[config.mk]
export PLATFORM = sky130hd
export DESIGN_NAME = amb_master
export DESIGN_NICKNAME = d
export VERILOG_FILES = /design/src/rtl/amb_pkg.sv /design/src/rtl/amb_req_latch.sv /design/src/rtl/amb_seq_fsm.sv /design/src/rtl/amb_rdata_fmt.sv /design/src/rtl/amb_master.sv
export SDC_FILE = /design/constraint.sdc
export NUM_CORES = 1
export LEC_CHECK = 0
export ABC_AREA = 1
export CAP_MARGIN = 20
export CORE_AREA = 8 8 97 116
export CTS_CLUSTER_SIZE = 8
export DETAILED_ROUTE_END_ITERATION = 6
export DIE_AREA = 0 0 105 124
export PLACE_DENSITY_LB_ADDON = 0.1
export SYNTH_ARGS = -nofsm -noshare
export SYNTH_HDL_FRONTEND = slang
export SYNTH_SLANG_ARGS = --single-unit
[constraint.sdc]
create_clock -name clk -period 1.9 [get_ports clk]
set_input_delay 0.285 -clock clk [delete_from_list [all_inputs] [get_ports clk]]
set_output_delay 0.285 -clock clk [all_outputs]
set_load 0.1 [all_outputs]
[src/rtl/amb_pkg.sv]
package amb_pkg;

    typedef enum logic [2:0] {
        ST_IDLE    = 3'd0,
        ST_READ    = 3'd1,
        ST_WSETUP  = 3'd2,
        ST_WSTROBE = 3'd3,
        ST_DONE    = 3'd4
    } amb_state_e;

    typedef enum logic {
        SZ_BYTE = 1'b0,
        SZ_WORD = 1'b1
    } amb_size_e;

    // Sequencer outputs bundled for the top level
    typedef struct packed {
        amb_state_e state;
        logic       accept;
        logic       capture;
        logic       err;
    } amb_seq_t;

    function automatic logic is_strobe_state(amb_state_e s);
        return (s == ST_READ) || (s == ST_WSTROBE);
    endfunction

    function automatic logic is_drive_state(amb_state_e s);
        return (s == ST_WSETUP) || (s == ST_WSTROBE);
    endfunction

endpackage

[src/rtl/amb_req_latch.sv]
module amb_req_latch
    import amb_pkg::*;
#(
    parameter int unsigned ADDR_W = 16,
    parameter int unsigned DATA_W = 32
) (
    input  logic              clk,
    input  logic              rst,
    input  logic              load_i,
    input  amb_size_e         size_i,
    input  logic [ADDR_W-1:0] addr_i,
    input  logic [DATA_W-1:0] wdata_i,
    output amb_size_e         size_o,
    output logic [ADDR_W-1:0] addr_o,
    output logic [DATA_W-1:0] wdata_o
);
    localparam int unsigned LANES = DATA_W / 8;

    logic [DATA_W-1:0] wdata_fmt;

    // Byte writes copy the low byte onto every lane
    for (genvar g = 0; g < LANES; g++) begin : g_lane
        assign wdata_fmt[8*g +: 8] = (size_i == SZ_BYTE) ? wdata_i[7:0] : wdata_i[8*g +: 8];
    end

    always_ff @(posedge clk) begin
        if (rst) begin
            size_o  <= SZ_WORD;
            addr_o  <= '0;
            wdata_o <= '0;
        end else if (load_i) begin
            size_o  <= size_i;
            addr_o  <= addr_i;
            wdata_o <= wdata_fmt;
        end
    end

endmodule

[src/rtl/amb_seq_fsm.sv]
module amb_seq_fsm
    import amb_pkg::*;
#(
    parameter int unsigned SETUP_CYC   = 2,
    parameter int unsigned TIMEOUT_CYC = 64
) (
    input  logic     clk,
    input  logic     rst,
    input  logic     req_valid_i,
    input  logic     req_write_i,
    input  logic     mem_ready_i,
    output amb_seq_t seq_o
);
    localparam int unsigned CNT_MAX = (SETUP_CYC > TIMEOUT_CYC) ? SETUP_CYC : TIMEOUT_CYC;
    localparam int unsigned CNT_W   = $clog2(CNT_MAX + 1);
    localparam logic [CNT_W-1:0] SETUP_LAST = CNT_W'(SETUP_CYC - 1);
    localparam logic [CNT_W-1:0] TMO_LAST   = CNT_W'(TIMEOUT_CYC - 1);

    amb_state_e       state_q, state_d;
    logic [CNT_W-1:0] cnt_q, cnt_d;
    logic             err_q, err_d;
    logic             accept, capture;

    always_comb begin
        state_d = state_q;
        cnt_d   = cnt_q;
        err_d   = err_q;
        accept  = 1'b0;
        capture = 1'b0;
        unique case (state_q)
            ST_IDLE: begin
                if (req_valid_i) begin
                    accept  = 1'b1;
                    err_d   = 1'b0;
                    cnt_d   = '0;
                    state_d = req_write_i ? ST_WSETUP : ST_READ;
                end
            end
            ST_WSETUP: begin
                if (cnt_q == SETUP_LAST) begin
                    cnt_d   = '0;
                    state_d = ST_WSTROBE;
                end else begin
                    cnt_d = cnt_q + 1'b1;
                end
            end
            ST_READ, ST_WSTROBE: begin
                if (mem_ready_i) begin
                    capture = (state_q == ST_READ);
                    state_d = ST_DONE;
                end else if (cnt_q == TMO_LAST) begin
                    err_d   = 1'b1;
                    state_d = ST_DONE;
                end else begin
                    cnt_d = cnt_q + 1'b1;
                end
            end
            ST_DONE: begin
                cnt_d   = '0;
                state_d = ST_IDLE;
            end
            default: state_d = ST_IDLE;
        endcase
    end

    always_ff @(posedge clk) begin
        if (rst) begin
            state_q <= ST_IDLE;
            cnt_q   <= '0;
            err_q   <= 1'b0;
        end else begin
            state_q <= state_d;
            cnt_q   <= cnt_d;
            err_q   <= err_d;
        end
    end

    assign seq_o = '{state: state_q, accept: accept, capture: capture, err: err_q};


    tmo_bound_chk: assert property (@(posedge clk) disable iff (rst)
        is_strobe_state(state_q) |-> (cnt_q <= TMO_LAST));


    setup_bound_chk: assert property (@(posedge clk) disable iff (rst)
        (state_q == ST_WSETUP) |-> (cnt_q <= SETUP_LAST));

endmodule

[src/rtl/amb_rdata_fmt.sv]
module amb_rdata_fmt
    import amb_pkg::*;
#(
    parameter int unsigned DATA_W = 32,
    localparam int unsigned LANE_W = $clog2(DATA_W / 8)
) (
    input  logic [DATA_W-1:0] bus_i,
    input  logic [LANE_W-1:0] lane_i,
    input  amb_size_e         size_i,
    output logic [DATA_W-1:0] data_o
);
    always_comb begin
        if (size_i == SZ_WORD) begin
            data_o = bus_i;
        end else begin
            data_o = {{(DATA_W-8){1'b0}}, bus_i[8*lane_i +: 8]};
        end
    end

endmodule

[src/rtl/amb_master.sv]
module amb_master
    import amb_pkg::*;
#(
    parameter int unsigned ADDR_W      = 16,
    parameter int unsigned DATA_W      = 32,
    parameter int unsigned SETUP_CYC   = 2,
    parameter int unsigned TIMEOUT_CYC = 64
) (
    input  logic              clk,
    input  logic              rst,
    input  logic              req_valid_i,
    input  logic              req_write_i,
    input  logic              req_size_i,
    input  logic [ADDR_W-1:0] req_addr_i,
    input  logic [DATA_W-1:0] req_wdata_i,
    output logic              req_ready_o,
    output logic              rsp_done_o,
    output logic              rsp_err_o,
    output logic [DATA_W-1:0] rsp_rdata_o,
    output logic [ADDR_W-1:0] mem_addr_o,
    output logic [DATA_W-1:0] mem_wdata_o,
    output logic              mem_data_oe_o,
    input  logic [DATA_W-1:0] mem_rdata_i,
    output logic              mem_rd_o,
    output logic              mem_wr_o,
    output logic              mem_size_o,
    input  logic              mem_ready_i
);
    localparam int unsigned LANE_W = $clog2(DATA_W / 8);

    amb_seq_t          seq;
    amb_size_e         size_q;
    logic [ADDR_W-1:0] addr_q;
    logic [DATA_W-1:0] wdata_q;
    logic [DATA_W-1:0] rdata_fmt;
    logic [DATA_W-1:0] rdata_q;

    amb_seq_fsm #(
        .SETUP_CYC  (SETUP_CYC),
        .TIMEOUT_CYC(TIMEOUT_CYC)
    ) u_fsm (
        .clk        (clk),
        .rst        (rst),
        .req_valid_i(req_valid_i),
        .req_write_i(req_write_i),
        .mem_ready_i(mem_ready_i),
        .seq_o      (seq)
    );

    amb_req_latch #(
        .ADDR_W(ADDR_W),
        .DATA_W(DATA_W)
    ) u_latch (
        .clk    (clk),
        .rst    (rst),
        .load_i (seq.accept),
        .size_i (amb_size_e'(req_size_i)),
        .addr_i (req_addr_i),
        .wdata_i(req_wdata_i),
        .size_o (size_q),
        .addr_o (addr_q),
        .wdata_o(wdata_q)
    );

    amb_rdata_fmt #(
        .DATA_W(DATA_W)
    ) u_fmt (
        .bus_i (mem_rdata_i),
        .lane_i(addr_q[LANE_W-1:0]),
        .size_i(size_q),
        .data_o(rdata_fmt)
    );

    always_ff @(posedge clk) begin
        if (rst) begin
            rdata_q <= '0;
        end else if (seq.capture) begin
            rdata_q <= rdata_fmt;
        end
    end

    assign req_ready_o   = (seq.state == ST_IDLE);
    assign rsp_done_o    = (seq.state == ST_DONE);
    assign rsp_err_o     = rsp_done_o && seq.err;
    assign rsp_rdata_o   = rdata_q;
    assign mem_addr_o    = addr_q;
    assign mem_wdata_o   = wdata_q;
    assign mem_size_o    = size_q;
    assign mem_rd_o      = (seq.state == ST_READ);
    assign mem_wr_o      = (seq.state == ST_WSTROBE);
    assign mem_data_oe_o = is_drive_state(seq.state);


    rd_wr_excl_chk: assert property (@(posedge clk) disable iff (rst)
        !(mem_rd_o && mem_wr_o));


    oe_not_read_chk: assert property (@(posedge clk) disable iff (rst)
        mem_rd_o |-> !mem_data_oe_o);


    release_after_ready_chk: assert property (@(posedge clk) disable iff (rst)
        (mem_rd_o || mem_wr_o) && mem_ready_i |=>
            !mem_rd_o && !mem_wr_o && !mem_data_oe_o && rsp_done_o);


    setup_before_wr_chk: assert property (@(posedge clk) disable iff (rst)
        $rose(mem_wr_o) |-> $past(mem_data_oe_o) && $stable(mem_addr_o) && $stable(mem_wdata_o));


    rd_addr_hold_chk: assert property (@(posedge clk) disable iff (rst)
        mem_rd_o && $past(mem_rd_o) |-> $stable(mem_addr_o) && $stable(mem_size_o));


    busy_ignore_chk: assert property (@(posedge clk) disable iff (rst)
        !req_ready_o |=> $stable(mem_addr_o) && $stable(mem_wdata_o) && $stable(mem_size_o));


    done_pulse_chk: assert property (@(posedge clk) disable iff (rst)
        rsp_done_o |=> !rsp_done_o && req_ready_o);


    err_with_done_chk: assert property (@(posedge clk) disable iff (rst)
        rsp_err_o |-> rsp_done_o);

endmodule

==> results.sh, run 1 <==
export IMPL_outcome="finished, final reports clean"
export IMPL_yosys_warnings=0
export IMPL_drc=0
export IMPL_htree_levels=3
export IMPL_grt_busiest_layer="met2"
export IMPL_cts_setup_buffers=0
export IMPL_first_global_vias=4083
export IMPL_slowest_stage="dfxtp_1"
export IMPL_cpPeakStageDelay_ns=0.36
export IMPL_drt_antenna_violating_nets=0
export IMPL_finalNetCount=777
export IMPL_crit_family="simple AND/OR/NAND/NOR gates"
export IMPL_cts_buffers_inserted=9
export IMPL_tightest_slew_ns=0.522
export IMPL_dieArea_sq_mm=0.0130
export IMPL_synth_net_count=614
export IMPL_grt_pass1_wl_microns=20300
export IMPL_powerDensity_mw_per_mm2=1600
export IMPL_dp_hpwl_microns=9710
export IMPL_use_met3_pct=7.61
export IMPL_first_pass_iters=6
export IMPL_crit_arrival_ns=1.98
export IMPL_yosysSeqAreaShare_pct=47.9
export IMPL_crit_chain="nor2_2 > inv_2 > nor2_4 > nand2_4 > nor2_8 > nand2_1 > a31oi_1"
export IMPL_regToRegSetupSlack_ns=0.18
export IMPL_vias=4143
export IMPL_drt_iter0_drc=199
export IMPL_wl_microns=13000
export IMPL_gp_congestion=0.823
export IMPL_die_width_microns=105
export IMPL_p_leak_nw=2.43
export IMPL_portBuffers=172
export IMPL_path_clk_slew_ns=0.06
export IMPL_drv_cap=0
export IMPL_met1_usage_pct=21.9
export IMPL_track_usage_pct=19.2
export IMPL_wire_per_inst_microns=15.9
export IMPL_cts_hold_buf=0
export IMPL_fin_setup_tns_ns=0
export IMPL_grt_antenna_before_repair=0
export IMPL_cts_repair_resize_count=0
export IMPL_grt_start_max_net_pins=76
export IMPL_cp_end_kind="flop"
export IMPL_worst_path_max_fanout=25
export IMPL_overflow=0
export IMPL_core_region_area_sq_mm=0.00937
export IMPL_finClkSkew_ns=0.00361
export IMPL_finalHoldViolations=0
export IMPL_synth_distinct_cells=25
export IMPL_timing_slew_headroom_pct=65.2
export IMPL_num_io_pins=173
export IMPL_path_buf_inv=1
export IMPL_min_path_type="input port to flop"
export IMPL_fin_crit_ns=1.72
export IMPL_required_ns=2.16
export IMPL_start_kind="flop"
export IMPL_fp_dieH_microns=124
export IMPL_cts_tree="done"
export IMPL_clock_sinks=92
export IMPL_clock_path_buffers=2
export IMPL_syn_area_sq_mm=0.00385
export IMPL_clock_fmax_mhz=581
export IMPL_worstSetupPathType="flop to flop"
export IMPL_avgSynthCellArea_sq_um=7.31
export IMPL_rsz0062_at_grt="no"
export IMPL_vdd_drop_max_uv=927
export IMPL_synth_cells=526
export IMPL_period_share_pct=90.6
export IMPL_rows=39
export IMPL_drive_gt1_share_pct=18.6
export IMPL_finalPower_mw=9.41
export IMPL_cts_root_buf="clkbuf_16"
export IMPL_grt_use_met2_pct=32.1
export IMPL_setup_viol=0
export IMPL_yosys_register_bits=92
export IMPL_area_delta_synth_final_pct=53.1
export IMPL_n_antenna_cell=0
export IMPL_start_util_pct=41.1
export IMPL_drv_slew=0
export IMPL_via_per_inst=5.07
export IMPL_insertion_delay_ns=0.33
## cell type report
cell class | count | area [sq um]
Tap cell | 123 | 154
Clock buffer | 13 | 270
Clock inverter | 3 | 43.8
Sequential cell | 92 | 1840
Multi-Input combinational cell | 379 | 1760
Timing Repair Buffer | 182 | 1720
Fill cell | 888 | 3480
Inverter | 25 | 93.8
## metal layers
| metal | up-vias | share of wire [%] |
|---|---|---|
| met2 | 151 | 49 |
| met1 | 1918 | 41 |
| li1 | 2062 | - |
| met5 | - | 0 |
| met3 | 12 | 8.7 |
| met4 | 0 | 1.3 |
## worst paths after layout
path	depth (start not counted)	startpoint	end
worst min-delay path	3	rst	u_fsm.err_q
worst max register to register	7	u_fsm.state_q[0]	u_latch.wdata_o[9]
worst min register to register	2	rsp_rdata_o[22]	rsp_rdata_o[22]
worst max-delay path	7	u_fsm.state_q[0]	u_latch.wdata_o[9]
## cells in the mapped netlist
cell type  count  area share (%)
dfxtp_1       92              48
buf_6          2            0.59
nor3_1         2            0.26
nand4_1        1            0.16
buf_1          1           0.097
nor2_8         1            0.52
xor2_1         1            0.23
ha_1           2            0.65
o21ai_0       30             3.9
clkinv_1       1           0.097
inv_1         21             2.0
nor2_2         2            0.33
nand3_1       43             5.6
clkbuf_1      14             1.4
nand2_4        2            0.59
nor2_1        19             1.9
and3_1         1            0.16
a31oi_1       24             3.9
buf_4          6             1.2
nor2_4         3            0.88
nand2_1      179              17
buf_2          7            0.91
a21oi_1       68             8.8
a211o_1        1            0.23
inv_2          3            0.29
## cell families (layout without fill, tap and decap cells)
kind of cell,after synthesis,after routing,synth area share (%)
and+or+nand+nor,253,253,27.8
AOI/OAI and AO/OA,123,123,16.9
DFF,92,92,47.9
buffers and inverters,55,223,6.57
adders and majority gates,2,2,0.650
xor gates and xnor gates,1,1,0.228
## tightest hold or removal path: cells and delay by family
family / cells / cell delay (ns)
buffers and inverters: 2 / 0.33
and+or+nand+nor: 1 / 0.13
## layout by cell type (no fill, tap or decap)
master,count
nor2_8,1
dfxtp_2,2
nor2_4,3
ha_1,2
nand2_4,2
nor2_2,5
inv_2,3
nand4_1,1
a211o_1,1
bufinv_16,1
nor2_1,16
clkbuf_16,9
clkinv_4,1
inv_1,21
dfxtp_1,90
o21ai_0,30
a21oi_1,68
buf_4,85
nand2_1,179
clkbuf_1,1
a31oi_1,24
buf_12,12
nor3_1,2
clkbuf_8,3
clkinv_2,1
buf_2,1
clkinv_1,1
clkdlybuf4s50_1,84
nand3_1,43
xor2_1,1
and3_1,1
## flip-flops by register name, summed over array words and instances, names as in the netlist
register         cells
rsp_rdata_o         32
u_fsm.cnt_q          7
u_fsm.err_q          1
u_fsm.state_q        3
u_latch.addr_o      16
u_latch.size_o       1
u_latch.wdata_o     32
## power by group
part           switching [mW]  internal (mW)
Clock                   0.726           1.13
Combinational            3.73           1.26
Sequential              0.283           2.28
Total                    4.74           4.67
## stage by stage
step	cells	instance area, sq um	util [%]	setup WS, ns	hold slack [ns]
after CTS	817	5890	62.9	0.165	0.454
after floorplan	526	3860	-	-0.171	0.428
after global placement	801	5580	59.5	0.196	0.453
after global routing	817	5890	62.9	0.0234	0.468
after detailed placement	801	5580	59.5	0.147	0.459
final	817	5890	62.9	0.178	0.462
No activity file was read; power rests on OpenSTA's default activity.
==> run 2, diff against run 1 <==
Settings changed: ABC_CLOCK_PERIOD_IN_PS set to 1900, CORE_AREA 8 8 97 116 to 8 8 103 123, DIE_AREA 0 0 105 124 to 0 0 111 131, SLEW_MARGIN set to 30, SYNTH_HIERARCHICAL set to 1.
==> run 2 against run 1 <==
  * Global-route usage shrank 0.16 points
  * Clock skew is essentially flat
  * Cell count grew 27%
  * Power grew 14%
  * Core utilization shrank 1.1 points
  * Clock-buffer cell count shrank 3
  * Sequential share of layout area shrank 3.6 points
  * Flip-flop and latch count is the same
  * Sequential power grew 4%
  * Register-to-register slack gained 0.08 ns
  * Clock power shrank 12%
  * Non-clock buffer count grew 3
  * Largest power group unchanged
==> results.sh, run 2 <==
export IMPL_ff_latch_area_sq_mm=0.00184
export IMPL_clock_sinks=92
export IMPL_period_share_pct=87.1
export IMPL_layout_commonest_cell="nand2_1"
export IMPL_powerDensity_mw_per_mm2=1610
export IMPL_clock_fmax_mhz=604
export IMPL_finClkSkew_ns=0.00405
export IMPL_synth_distinct_cells=28
export IMPL_netlist_top_cells_count="nand2_1 (230), nor2_1 (161), inv_1 (93), dfxtp_1 (92), nand3_1 (54)"
export IMPL_rr_worst_depth=8
export IMPL_die_width_microns=111
export IMPL_fp_dieH_microns=131
export IMPL_vias=4957
export IMPL_yosys_register_bits=92
export IMPL_rows=42
export IMPL_avgSynthCellArea_sq_um=6.29
export IMPL_worstSetupPathType="flop to output port"
export IMPL_wire_per_inst_microns=13.5
export IMPL_async_reset_ff_share_pct=0
export IMPL_core_region_area_sq_mm=0.0108
export IMPL_use_met3_pct=4.70
export IMPL_overflow=0
export IMPL_clock_path_buffers=2
export IMPL_grt_start_max_net_pins=65
export IMPL_drt_antenna_violating_nets=0
export IMPL_htree_levels=3
export IMPL_required_ns=1.62
export IMPL_met1_usage_pct=20.6
export IMPL_multiInputGateArea_sq_mm=0.00222
export IMPL_fin_setup_tns_ns=0
export IMPL_tightest_slew_ns=0.580
export IMPL_synth_flop_cell="dfxtp_1"
export IMPL_outcome="finished, final reports clean"
export IMPL_hold_start="u_latch/wdata_o[6]"
export IMPL_cts_buffers_inserted=9
export IMPL_drc=0
export IMPL_worst_path_max_fanout=7
export IMPL_via_per_inst=4.77
export IMPL_setup_viol=0
export IMPL_drt_iter0_drc=240
export IMPL_worstReg2RegEnd="u_latch/wdata_o[20]"
export IMPL_mostFrequentLayoutCells="nand2_1 (230), nor2_1 (157), inv_1 (93)"
export IMPL_yosysSeqAreaShare_pct=39.3
export IMPL_final_core_util_pct=61.8
export IMPL_first_global_vias=4858
export IMPL_r2r_start="u_fsm/state_q[0]"
export IMPL_cts_repair_resize_count=0
export IMPL_synthTopCellsByArea="dfxtp_1 (39%), nand2_1 (18%), nor2_1 (13%)"
export IMPL_min_path_type="flop to flop"
export IMPL_synth_top_cell_area_share_pct=39.3
export IMPL_fin_crit_ns=1.65
export IMPL_start_util_pct=43.5
export IMPL_grt_pass1_wl_microns=22900
export IMPL_num_io_pins=173
export IMPL_synth_net_count=834
export IMPL_timing_final_ws_setup_ns=0.245
export IMPL_grt_busiest_layer="met2"
export IMPL_drv_cap=0
export IMPL_yosys_area_top_type="dfxtp_1"
export IMPL_worstHoldEndpoint="u_latch/wdata_o[6]"
export IMPL_cts_tree="done"
export IMPL_area_delta_synth_final_pct=41.8
export IMPL_cp_end_kind="output port"
export IMPL_finalHoldViolations=0
export IMPL_yosysMostFrequentCell="nand2_1"
export IMPL_n_antenna_cell=0
export IMPL_synth_cells=746
export IMPL_timing_slew_headroom_pct=61.3
export IMPL_regToRegSetupSlack_ns=0.26
export IMPL_track_usage_pct=19.0
export IMPL_syn_area_sq_mm=0.00469
export IMPL_stdcell_count=1040
export IMPL_vdd_drop_max_uv=871
export IMPL_cts_hold_buf=0
export IMPL_wl_microns=14000
export IMPL_dp_hpwl_microns=10800
export IMPL_place_inst=1024
export IMPL_cts_root_buf="clkbuf_16"
export IMPL_post_place_ws_ns=0.138
export IMPL_drv_slew=0
export IMPL_crit_arrival_ns=1.37
export IMPL_gp_congestion=0.837
export IMPL_synth_edff_count=0
export IMPL_drive_gt1_share_pct=16.4
export IMPL_p_leak_nw=3.35
export IMPL_min_path_cells=2
export IMPL_path_clk_slew_ns=0.06
export IMPL_portBuffers=172
export IMPL_rsz0062_at_grt="no"
export IMPL_finalNetCount=991
export IMPL_dieArea_sq_mm=0.0145
export IMPL_insertion_delay_ns=0.33
export IMPL_start_kind="flop"
export IMPL_cts_setup_buffers=0
export IMPL_grt_antenna_before_repair=0
export IMPL_grt_use_met2_pct=34.3
export IMPL_yosys_warnings=6
export IMPL_first_pass_iters=4
export IMPL_fill_cells=975
## run 2: changes by cell type after synthesis, sizes merged, moves of 2 or more
cell / before / now
nor3: 2 / 4
o21ai: 30 / 19
a31oi: 24 / 0
inv: 24 / 99
buf: 16 / 34
nand2: 181 / 235
a21oi: 68 / 18
nand4: 1 / 4
nand3: 43 / 58
nor2: 25 / 172
clkbuf: 14 / 5
## run 2: per-stage QoR
step / power [mW] / hold WS [ns] / instance area [sq um]
final: 10.7 / 0.465 / 6650
after global routing: 11.3 / 0.492 / 6650
after CTS: 10.8 / 0.468 / 6650
after detailed placement: 9.14 / 0.458 / 6380
after global placement: 9.09 / 0.452 / 6380
after floorplan: 7.61 / 0.420 / 4710
## run 2: how the worst max path moves through the flow
stage                                 from                   to  slack, ns  cells after the start
after global routing      u_fsm/state_q[0]  u_latch/wdata_o[26]       0.09                      8
after global placement         req_valid_i  u_latch/wdata_o[19]       0.17                      8
after CTS                 u_fsm/state_q[1]             mem_wr_o       0.22                      4
after floorplan           u_fsm/state_q[1]             mem_wr_o      -0.15                      2
after detailed placement       req_valid_i  u_latch/wdata_o[15]       0.14                      8
final                     u_fsm/state_q[1]             mem_wr_o       0.25                      4
## run 2: layer usage
| metal | vias up | routed length (microns) |
|---|---|---|
| li1 | 2550 | - |
| met1 | 2216 | 5610 |
| met2 | 164 | 7160 |
| met3 | 27 | 875 |
| met4 | 0 | 398 |
| met5 | - | 0 |
## run 2: power breakdown
| group | switching (mW) | internal [mW] |
|---|---|---|
| Sequential | 0.315 | 2.35 |
| Combinational | 4.81 | 1.59 |
| Clock | 0.744 | 0.884 |
## run 2: cells by family after synthesis
logic type,after synthesis,synth area share (%)
adders and majority gates,2,0.533
AOI/OAI and AO/OA,39,4.51
buffers and inverters,138,14.2
and+or+nand+nor,474,41.3
xor gates and xnor gates,1,0.187
DFF,92,39.3
## run 2: cell type report
type / count / area share, %
well taps: 132 / 2.48
inverters: 99 / 5.70
repair buffers: 185 / 26.7
multi-input cells: 516 / 33.4
flip-flops and latches: 92 / 27.7
clock inverters: 6 / 0.621
clock buffers: 10 / 3.44
## run 2: worst max-delay path: stages (launching register included)
cell and delay, ns:
dfxtp_1 0.33, buf_4 0.17, inv_1 0.09, nor3_2 0.24, buf_12 0.21
